<file path="config.mk">
export PLATFORM = sky130hd
export DESIGN_NAME = clkcfg_seq
export DESIGN_NICKNAME = d
export VERILOG_FILES = /design/src/rtl/clkcfg_pkg.sv /design/src/rtl/clkcfg_div_enc.sv /design/src/rtl/clkcfg_steps.sv /design/src/rtl/clkcfg_rmw.sv /design/src/rtl/clkcfg_seq.sv
export SDC_FILE = /design/constraint.sdc
export NUM_CORES = 1
export LEC_CHECK = 0
export ABC_AREA = 1
export BUFFER_PORTS_ARGS = -buffer_cell sky130_fd_sc_hd__buf_2
export CAP_MARGIN = 10
export CORE_MARGIN = 1.5
export CORE_UTILIZATION = 50
export CTS_CLUSTER_SIZE = 10
export DETAILED_ROUTE_END_ITERATION = 10
export PLACE_DENSITY = 0.71
export SLEW_MARGIN = 40
export SYNTH_ARGS = -nofsm -noshare
export SYNTH_HDL_FRONTEND = slang
export SYNTH_SLANG_ARGS = --single-unit
</file>
<file path="constraint.sdc">
create_clock -name clk -period 2.9 [get_ports clk]
set_input_delay 0.145 -clock clk [delete_from_list [all_inputs] [get_ports clk]]
set_output_delay 0.145 -clock clk [all_outputs]
set_load 0.1 [all_outputs]
</file>
<file path="src/rtl/clkcfg_pkg.sv">
package clkcfg_pkg;
   // register map of the synthesizer's reconfiguration space
   localparam logic [6:0] A_PWR = 7'h28;
   localparam logic [6:0] A_O1  = 7'h08;
   localparam logic [6:0] A_O2  = 7'h09;
   localparam logic [6:0] A_O3  = 7'h07;
   localparam logic [6:0] A_IN  = 7'h16;
   localparam logic [6:0] A_F1  = 7'h14;
   localparam logic [6:0] A_F2  = 7'h15;
   localparam logic [6:0] A_F3  = 7'h13;
   localparam logic [6:0] A_LK1 = 7'h18;
   localparam logic [6:0] A_LK2 = 7'h19;
   localparam logic [6:0] A_LK3 = 7'h1A;
   localparam logic [6:0] A_FL1 = 7'h4E;
   localparam logic [6:0] A_FL2 = 7'h4F;

   localparam int unsigned N_STEPS = 13;
   localparam int unsigned STEP_W  = 4;
   localparam int unsigned WORD_W  = 16;
endpackage

</file>
<file path="src/rtl/clkcfg_div_enc.sv">
module clkcfg_div_enc
   import clkcfg_pkg::*;
#(
   parameter int unsigned VW        = 11,
   parameter int unsigned FRAC_BITS = 3,
   localparam int unsigned IW = VW - FRAC_BITS,
   localparam int unsigned NW = (FRAC_BITS == 0) ? 1 : 3
)(
   input  logic [VW-1:0]        v,
   output logic [NW*WORD_W-1:0] words
);
   if (FRAC_BITS != 0 && FRAC_BITS != 3) begin : g_bad_frac
      $error("clkcfg_div_enc: FRAC_BITS must be 0 or 3");
   end
   if (IW < 2) begin : g_bad_iw
      $error("clkcfg_div_enc: integer part too narrow");
   end

   logic [IW-1:0] n;
   assign n = v[VW-1:FRAC_BITS];

   if (FRAC_BITS == 0) begin : g_int
      // single-word integer layout: edge<<13 | bypass<<12 | high<<6 | low
      logic [IW-1:0] h, l;
      logic          e, byp;
      always_comb begin
         h   = '0;
         l   = '0;
         e   = 1'b0;
         byp = 1'b0;
         if (n == IW'(1)) begin
            byp = 1'b1;
         end else begin
            h = n >> 1;
            e = n[0];
            l = n - h;
         end
         words = {2'b00, e, byp, 6'(h), 6'(l)};
      end
   end else begin : g_frac
      // three-word layout with fractional flags
      logic [2:0]    f;
      logic [IW-1:0] h, l;
      logic          e, byp, fen, wr, wf;
      logic [2:0]    ph;
      logic [15:0]   wa, wb, wc;
      assign f = v[2:0];
      always_comb begin
         h   = '0;
         l   = '0;
         e   = 1'b0;
         byp = 1'b0;
         fen = 1'b0;
         wr  = 1'b0;
         wf  = 1'b0;
         ph  = 3'd0;
         if (n == IW'(1)) begin
            byp = 1'b1;
         end else if (f == 3'd0) begin
            h = n >> 1;
            e = n[0];
            l = n - h;
         end else begin
            fen = 1'b1;
            h   = n >> 1;
            e   = n[0];
            l   = h;
            if (!e) begin
               h  = h - 1'b1;
               wr = 1'b1;
            end
            if (!e || f == 3'd1) l = l - 1'b1;
            wf = ((!e) ^ (f == 3'd1)) || (n == IW'(2) && f == 3'd1);
            ph = {e, f[2:1]};
         end
         wa = {4'b0000, 6'(h), 6'(l)};
         wb = {1'b0, (fen ? f : 3'd0), fen, wr, 2'b00, e, byp, 6'b0};
         wc = {2'b00, ph, wf, 10'b0};
         words = {wc, wb, wa};
      end
   end
endmodule

</file>
<file path="src/rtl/clkcfg_steps.sv">
module clkcfg_steps
   import clkcfg_pkg::*;
#(
   parameter int unsigned AW = 7,
   parameter int unsigned DW = 16
)(
   input  logic [STEP_W-1:0]   step,
   input  logic [3*WORD_W-1:0] out_w,
   input  logic [WORD_W-1:0]   in_w,
   input  logic [3*WORD_W-1:0] fb_w,
   input  logic                frac_any,
   input  logic [9:0]          lock_cnt,
   input  logic [4:0]          lock_ref,
   input  logic [4:0]          lock_sat,
   input  logic [31:0]         filt_word,
   output logic [AW-1:0]       addr,
   output logic [DW-1:0]       val,
   output logic [DW-1:0]       mask
);
   logic [6:0]  a;
   logic [15:0] v, m;

   always_comb begin
      a = 7'h00;
      v = 16'h0000;
      m = 16'h0000;
      case (step)
         4'd0:  begin a = A_PWR; v = frac_any ? 16'h9800 : 16'h0000; m = 16'h9800; end
         4'd1:  begin a = A_O1;  v = out_w[15:0];  m = 16'hEFFF; end
         4'd2:  begin a = A_O2;  v = out_w[31:16]; m = 16'h7FFF; end
         4'd3:  begin a = A_O3;  v = out_w[47:32]; m = 16'h3C00; end
         4'd4:  begin a = A_IN;  v = in_w;         m = 16'h3FFF; end
         4'd5:  begin a = A_F1;  v = fb_w[15:0];   m = 16'hEFFF; end
         4'd6:  begin a = A_F2;  v = fb_w[31:16];  m = 16'h7FFF; end
         4'd7:  begin a = A_F3;  v = fb_w[47:32];  m = 16'h3C00; end
         4'd8:  begin a = A_LK1; v = {6'b0, lock_cnt};          m = 16'h03FF; end
         4'd9:  begin a = A_LK2; v = {1'b0, lock_ref, 10'h001}; m = 16'h7FFF; end
         4'd10: begin a = A_LK3; v = {1'b0, lock_sat, 10'h3E9}; m = 16'h7FFF; end
         4'd11: begin a = A_FL1; v = filt_word[31:16]; m = 16'h9900; end
         4'd12: begin a = A_FL2; v = filt_word[15:0];  m = 16'h9900; end
         default: begin a = 7'h00; v = 16'h0000; m = 16'h0000; end
      endcase
   end

   assign addr = AW'(a);
   assign val  = DW'(v);
   assign mask = DW'(m);
endmodule

</file>
<file path="src/rtl/clkcfg_rmw.sv">
module clkcfg_rmw #(
   parameter int unsigned AW = 7,
   parameter int unsigned DW = 16
)(
   input  logic          clk,
   input  logic          rst_n,
   input  logic          go,
   input  logic [AW-1:0] addr_i,
   input  logic [DW-1:0] val_i,
   input  logic [DW-1:0] mask_i,
   output logic          ack,
   output logic          port_en,
   output logic          port_we,
   output logic [AW-1:0] port_addr,
   output logic [DW-1:0] port_wdata,
   input  logic [DW-1:0] port_rdata,
   input  logic          port_rdy
);
   typedef enum logic [2:0] {R_IDLE, R_RD, R_RDW, R_WR, R_WRW} rmw_st_t;
   rmw_st_t       st;
   logic [AW-1:0] a_q;
   logic [DW-1:0] v_q, m_q, w_q;

   always_ff @(posedge clk or negedge rst_n) begin
      if (!rst_n) begin
         st  <= R_IDLE;
         a_q <= '0;
         v_q <= '0;
         m_q <= '0;
         w_q <= '0;
      end else begin
         case (st)
            R_IDLE: if (go) begin
               a_q <= addr_i;
               v_q <= val_i & mask_i;
               m_q <= mask_i;
               w_q <= val_i;
               st  <= (&mask_i) ? R_WR : R_RD;
            end
            R_RD:  st <= R_RDW;
            R_RDW: if (port_rdy) begin
               w_q <= (port_rdata & ~m_q) | v_q;
               st  <= R_WR;
            end
            R_WR:  st <= R_WRW;
            R_WRW: if (port_rdy) st <= R_IDLE;
            default: st <= R_IDLE;
         endcase
      end
   end

   assign port_en    = (st == R_RD) || (st == R_WR);
   assign port_we    = (st == R_WR);
   assign port_addr  = a_q;
   assign port_wdata = w_q;
   assign ack        = (st == R_WRW) && port_rdy;


   en_pulse_chk: assert property (@(posedge clk) disable iff (!rst_n)
      port_en |=> !port_en);
endmodule

</file>
<file path="src/rtl/clkcfg_seq.sv">
module clkcfg_seq
   import clkcfg_pkg::*;
#(
   parameter int unsigned AW  = 7,
   parameter int unsigned DW  = 16,
   parameter int unsigned D_W = 8,
   parameter int unsigned M_W = 10,
   parameter int unsigned O_W = 11
)(
   input  logic           clk,
   input  logic           rst_n,
   input  logic           start,
   input  logic [D_W-1:0] in_div,
   input  logic [M_W-1:0] fb_mult,
   input  logic [O_W-1:0] out_div,
   input  logic [9:0]     lock_cnt,
   input  logic [4:0]     lock_ref,
   input  logic [4:0]     lock_sat,
   input  logic [31:0]    filt_word,
   output logic           busy,
   output logic           done,
   output logic           err,
   output logic           cfg_en,
   output logic           cfg_we,
   output logic [AW-1:0]  cfg_addr,
   output logic [DW-1:0]  cfg_wdata,
   input  logic [DW-1:0]  cfg_rdata,
   input  logic           cfg_rdy
);
   localparam logic [STEP_W-1:0] LAST = STEP_W'(N_STEPS - 1);

   if (AW < 7) begin : g_bad_aw
      $error("clkcfg_seq: AW must cover 7-bit register addresses");
   end
   if (DW != WORD_W) begin : g_bad_dw
      $error("clkcfg_seq: DW must equal the 16-bit register width");
   end
   if (M_W < 5 || O_W < 5 || D_W < 2) begin : g_bad_div
      $error("clkcfg_seq: divider inputs too narrow");
   end
   if ((1 << STEP_W) < N_STEPS) begin : g_bad_step
      $error("clkcfg_seq: step counter too narrow");
   end

   typedef enum logic [1:0] {S_IDLE, S_ISSUE, S_WAIT} seq_st_t;
   seq_st_t           st;
   logic [STEP_W-1:0] step;
   logic [D_W-1:0]    d_q;
   logic [M_W-1:0]    m_q;
   logic [O_W-1:0]    o_q;
   logic [9:0]        lc_q;
   logic [4:0]        lr_q, ls_q;
   logic [31:0]       fw_q;
   logic              go, ack;

   logic [3*WORD_W-1:0] out_w, fb_w;
   logic [WORD_W-1:0]   in_w;
   logic [AW-1:0]       s_addr;
   logic [DW-1:0]       s_val, s_mask;
   logic                frac_any;

   clkcfg_div_enc #(.VW(O_W), .FRAC_BITS(3)) u_enc_out (.v(o_q), .words(out_w));
   clkcfg_div_enc #(.VW(D_W), .FRAC_BITS(0)) u_enc_in  (.v(d_q), .words(in_w));
   clkcfg_div_enc #(.VW(M_W), .FRAC_BITS(3)) u_enc_fb  (.v(m_q), .words(fb_w));

   assign frac_any = (|o_q[2:0]) || (|m_q[2:0]);

   clkcfg_steps #(.AW(AW), .DW(DW)) u_steps (
      .step(step), .out_w(out_w), .in_w(in_w), .fb_w(fb_w),
      .frac_any(frac_any), .lock_cnt(lc_q), .lock_ref(lr_q),
      .lock_sat(ls_q), .filt_word(fw_q),
      .addr(s_addr), .val(s_val), .mask(s_mask)
   );

   clkcfg_rmw #(.AW(AW), .DW(DW)) u_rmw (
      .clk(clk), .rst_n(rst_n), .go(go),
      .addr_i(s_addr), .val_i(s_val), .mask_i(s_mask), .ack(ack),
      .port_en(cfg_en), .port_we(cfg_we), .port_addr(cfg_addr),
      .port_wdata(cfg_wdata), .port_rdata(cfg_rdata), .port_rdy(cfg_rdy)
   );

   always_ff @(posedge clk or negedge rst_n) begin
      if (!rst_n) begin
         st   <= S_IDLE;
         step <= '0;
         d_q  <= '0;
         m_q  <= '0;
         o_q  <= '0;
         lc_q <= '0;
         lr_q <= '0;
         ls_q <= '0;
         fw_q <= '0;
         done <= 1'b0;
         err  <= 1'b0;
      end else begin
         done <= 1'b0;
         err  <= 1'b0;
         case (st)
            S_IDLE: if (start) begin
               if (in_div == '0 || fb_mult == '0 || out_div == '0) begin
                  done <= 1'b1;
                  err  <= 1'b1;
               end else begin
                  d_q  <= in_div;
                  m_q  <= fb_mult;
                  o_q  <= out_div;
                  lc_q <= lock_cnt;
                  lr_q <= lock_ref;
                  ls_q <= lock_sat;
                  fw_q <= filt_word;
                  step <= '0;
                  st   <= S_ISSUE;
               end
            end
            S_ISSUE: st <= S_WAIT;
            S_WAIT: if (ack) begin
               if (step == LAST) begin
                  st   <= S_IDLE;
                  done <= 1'b1;
               end else begin
                  step <= step + 1'b1;
                  st   <= S_ISSUE;
               end
            end
            default: st <= S_IDLE;
         endcase
      end
   end

   assign go   = (st == S_ISSUE);
   assign busy = (st != S_IDLE);


   err_with_done_chk: assert property (@(posedge clk) disable iff (!rst_n)
      err |-> done);

   port_in_busy_chk: assert property (@(posedge clk) disable iff (!rst_n)
      cfg_en |-> busy);

   done_pulse_chk: assert property (@(posedge clk) disable iff (!rst_n)
      done |=> !done);

   hold_while_busy_chk: assert property (@(posedge clk) disable iff (!rst_n)
      (busy && start) |=> ($stable(d_q) && $stable(m_q) && $stable(o_q)));

   step_bound_chk: assert property (@(posedge clk) disable iff (!rst_n)
      busy |-> (step <= LAST));
endmodule

</file>
==> impl_results.md <==
- Status: finished with violations
- Failing checks: negative hold slack
- Total CTS buffers: 17
- Clock Tree Buf Depth: 2
- Most common cell in the netlist: nand2_1
- Avg Cell Area, Syn: 7.33 sq um
- TritonRoute pass-1 iters: 5
- Area leader, netlist: dfrtp_1
- EDFF count, synth: 0
- Worst Path Max Fanout: 10
- Share of layout cells above drive strength 1: 15.1%
- ANT cells: 0
- WL/cell: 16.0 um
- Grt ovf: 0
- Pwr dens: 1080 mW/mm^2
- Req. time, crit path: ~3.2 ns
- Num rows: 47
- Crit path kind: register to register
- CTS tree: built
- Total wire length: around 25,000 um
- Sequential fraction of the synthesis area: 41.4%
- CP max-delay cell: dfrtp_1
- CTS H-tree depth: 4
- Hold Crit Class: primary input to register
- Final hold violation count: 1
- Via density: between 5 and 6
- FFs w/ async S/R, synth: 100%
- Port Buffers: 128
- Slew HR: 55.2%
- Met3 Wirelength: 1580 um
- #FFs+latches synth: 138
- Largest net degree at the start of global routing: 82
- Synth cell types: 40
- Clock Sinks: 138
- Area Overhead vs Synth: 25.1%
- Die W: 132 um
- Initial core utilization: between 50% and 60%
- Post_cts resized: 0
- Final setup fails: 0
- Number of routed nets with antenna violations: 0
- NetSw: 5.55 mW
- Fin crit share: 80.8%
- Combinational Power Share: 51.4%
- Internal power: around 5.7 mW
- Nets: 1,472
- Lkg Pwr: 5.61 nW
- CP arrival: 2.66 ns
- Vias in the first global route: 7,898
- Ports: 129
- Clock transition at path regs: 0.07 ns
- Worst Max-Slew Pin Slew: 0.672 ns
- Global-route wire length before repair: roughly 40,000 um
- Clock power share: 18.9%
- Net Sw Frac: ~49%
- Clk root buf: clkbuf_16
- Setup TNS: 0 ns
- Met2 wire len: between 10,000 and 15,000 um
- Element type at the critical path end: register
- Chip height: ~130 um
- Most common library cells after synthesis: nand2_1, inv_1, dfrtp_1
- Final Hold Slack: -0.000582 ns
- Fill cells: 1,463
- Critical Path Max Stage Delay: 0.55 ns
- Placer Congestion: between 0.9 and 1
- Die ar.: 0.0175 sq mm
- YS warnings: 0
- Top cells by area, synth: dfrtp_1, nand2_1, inv_1
- Max Freq: 0.427 GHz
- Max-cap violations: 0
- Syn Inst Count: about 1,100
- Synth Cell Area: 0.00834 sq mm
- Placed Cells: 1,464
- Synth top area share: 41.4%
- Initial antenna violation count: 0
- GRT Total Usage: 29.4%
- Worst path most repeated cell: nand2_1
- Clk Latency, worst-skew pair: 0.43 ns
- Top sig layer: met4
- Fin. max-slew vios: 0
- Flop pwr share: between 20 and 30%
- HPWL Detailed: about 18,000 um
- Met1 wire length: roughly 11,000 um
- Via count: a little over 8,000
- Worst setup SP type: register
- Syn nets: 1,282
- Core area: 0.0165 sq mm
- Critical Path, Cell by Cell: ha_1, inv_1, fa_1, or2_2, a21oi_1, nor3_1, nor3_1, nand2_1, nand2_1, nand2_1
- Most used DFF post-synth: dfrtp_1
- Tmin final: 2.34 ns
- Initial DRC Count: 666
- RSZ-0062 raised after global routing: false
- Final non-filler cell total: between 1,500 and 2,000
- Worst setup slack after placement: 0.590 ns
- Setup WS post-layout: approximately 0.56 ns
- Maximum vdd drop: slightly above 800 uV
- # DRC: 0
- Clock Skews: 0.00906 ns
==> metal layers <==
metal	vias to the layer above	GRT usage, %
met1	3812	39.8
met4	0	10.4
met2	324	47.6
met3	47	5.11
met5	-	0
li1	4039	-
==> final timing paths <==
kind | depth (start not counted) | end | slack, ns | from
setup / recovery | 10 | u_rmw.v_q[2]$_DFFE_PN0P_ | 0.56 | m_q[4]$_DFFE_PN0P_
hold / removal | 3 | m_q[6]$_DFFE_PN0P_ | -0.0006 | fb_mult[6]
setup reg to reg | 10 | u_rmw.v_q[2]$_DFFE_PN0P_ | 0.56 | m_q[4]$_DFFE_PN0P_
hold reg to reg | 2 | u_rmw.port_wdata[0]$_DFFE_PN0P_ | 0.48 | u_rmw.port_wdata[0]$_DFFE_PN0P_
max in group asynchronous | 3 | fw_q[15]$_DFFE_PN0P_ | 1.83 | rst_n
min in group asynchronous | 2 | u_rmw.st[2]$_DFFE_PN0P_ | 0.31 | rst_n
==> registers in the layout, summed over array words and instances (netlist names), 2 cells and up <==
register          flops
fw_q                 32
u_rmw.port_wdata     16
u_rmw.v_q            16
o_q                  11
lc_q                 10
m_q                  10
d_q                   8
u_rmw.m_q             7
u_rmw.port_addr       7
lr_q                  5
ls_q                  5
step                  4
u_rmw.st              3
st                    2
==> power by group through the flow <==
stage	Combinational, mW	Sequential, mW	Clock (mW)
floorplan	3.64	3.98	0
global placement	5.61	3.33	0
detailed placement	5.60	3.36	0
CTS	5.71	3.33	2.13
global route	6.45	3.44	2.22
finish	5.78	3.34	2.12
==> critical path: cells and delay by family, from the launching register on <==
kind / cells / cell delay [ns]
AO/OA/AOI/OAI: 1 / 0.12
adder cells (fa/ha/maj): 2 / 0.62
buffers and inverters: 1 / 0.08
flip-flops: 1 / 0.55
AND/OR/NAND/NOR: 6 / 0.85
==> layout by cell type, fill, tap and decap left out, types with 6 or more instances in the layout <==
cell,netlist,routed
xor2_1,6,6
nand2_1,277,277
ha_1,40,40
buf_4,1,9
clkbuf_16,0,17
nor3_1,11,11
inv_1,163,163
nand4_1,22,22
dlygate4sd3_1,0,65
nor2_2,8,8
a22oi_1,6,6
xnor2_1,7,7
dfrtp_1,138,138
a21oi_1,96,96
nand3_1,57,57
nor2_1,109,109
inv_2,9,9
o21ai_0,105,105
o211ai_1,9,9
buf_2,13,127
==> cell type report <==
type                       count  area [sq um]  area share (%)
clock inverter                13           131            1.26
inverter                     175           659            6.32
multi-input combinational    793          4080            39.1
sequential                   138          3450            33.1
clock buffer                  19           443            4.25
timing repair buffer         203          1390            13.3
tap                          220           275            2.64
==> logic make-up after synthesis <==
| group | Yosys count | synth area share [%] |
|---|---|---|
| xor gates and xnor gates | 13 | 1.37 |
| AOI/OAI and AO/OA | 233 | 14.9 |
| DFF | 138 | 41.4 |
| and+or+nand+nor | 504 | 25.9 |
| adders and majority gates | 43 | 6.72 |
| buffers and inverters | 207 | 9.77 |
==> through the flow <==
stage	total power, mW	area (sq um)	utilization [%]
2_1_floorplan	7.62	8340	-
3_3_place_gp	8.94	9200	55.9
3_5_place_dp	8.96	9200	55.9
4_1_cts	11.2	10400	63.3
5_1_grt	12.1	10400	63.3
6_report	11.2	10400	63.3
==> repair_timing <==
item / 4_1_cts / 5_1_grt
buffers inserted: 0 / 0
hold buffers: 65 / 0
hold endpoints to repair: 142 / 0
(Power assumes the default switching activity.)
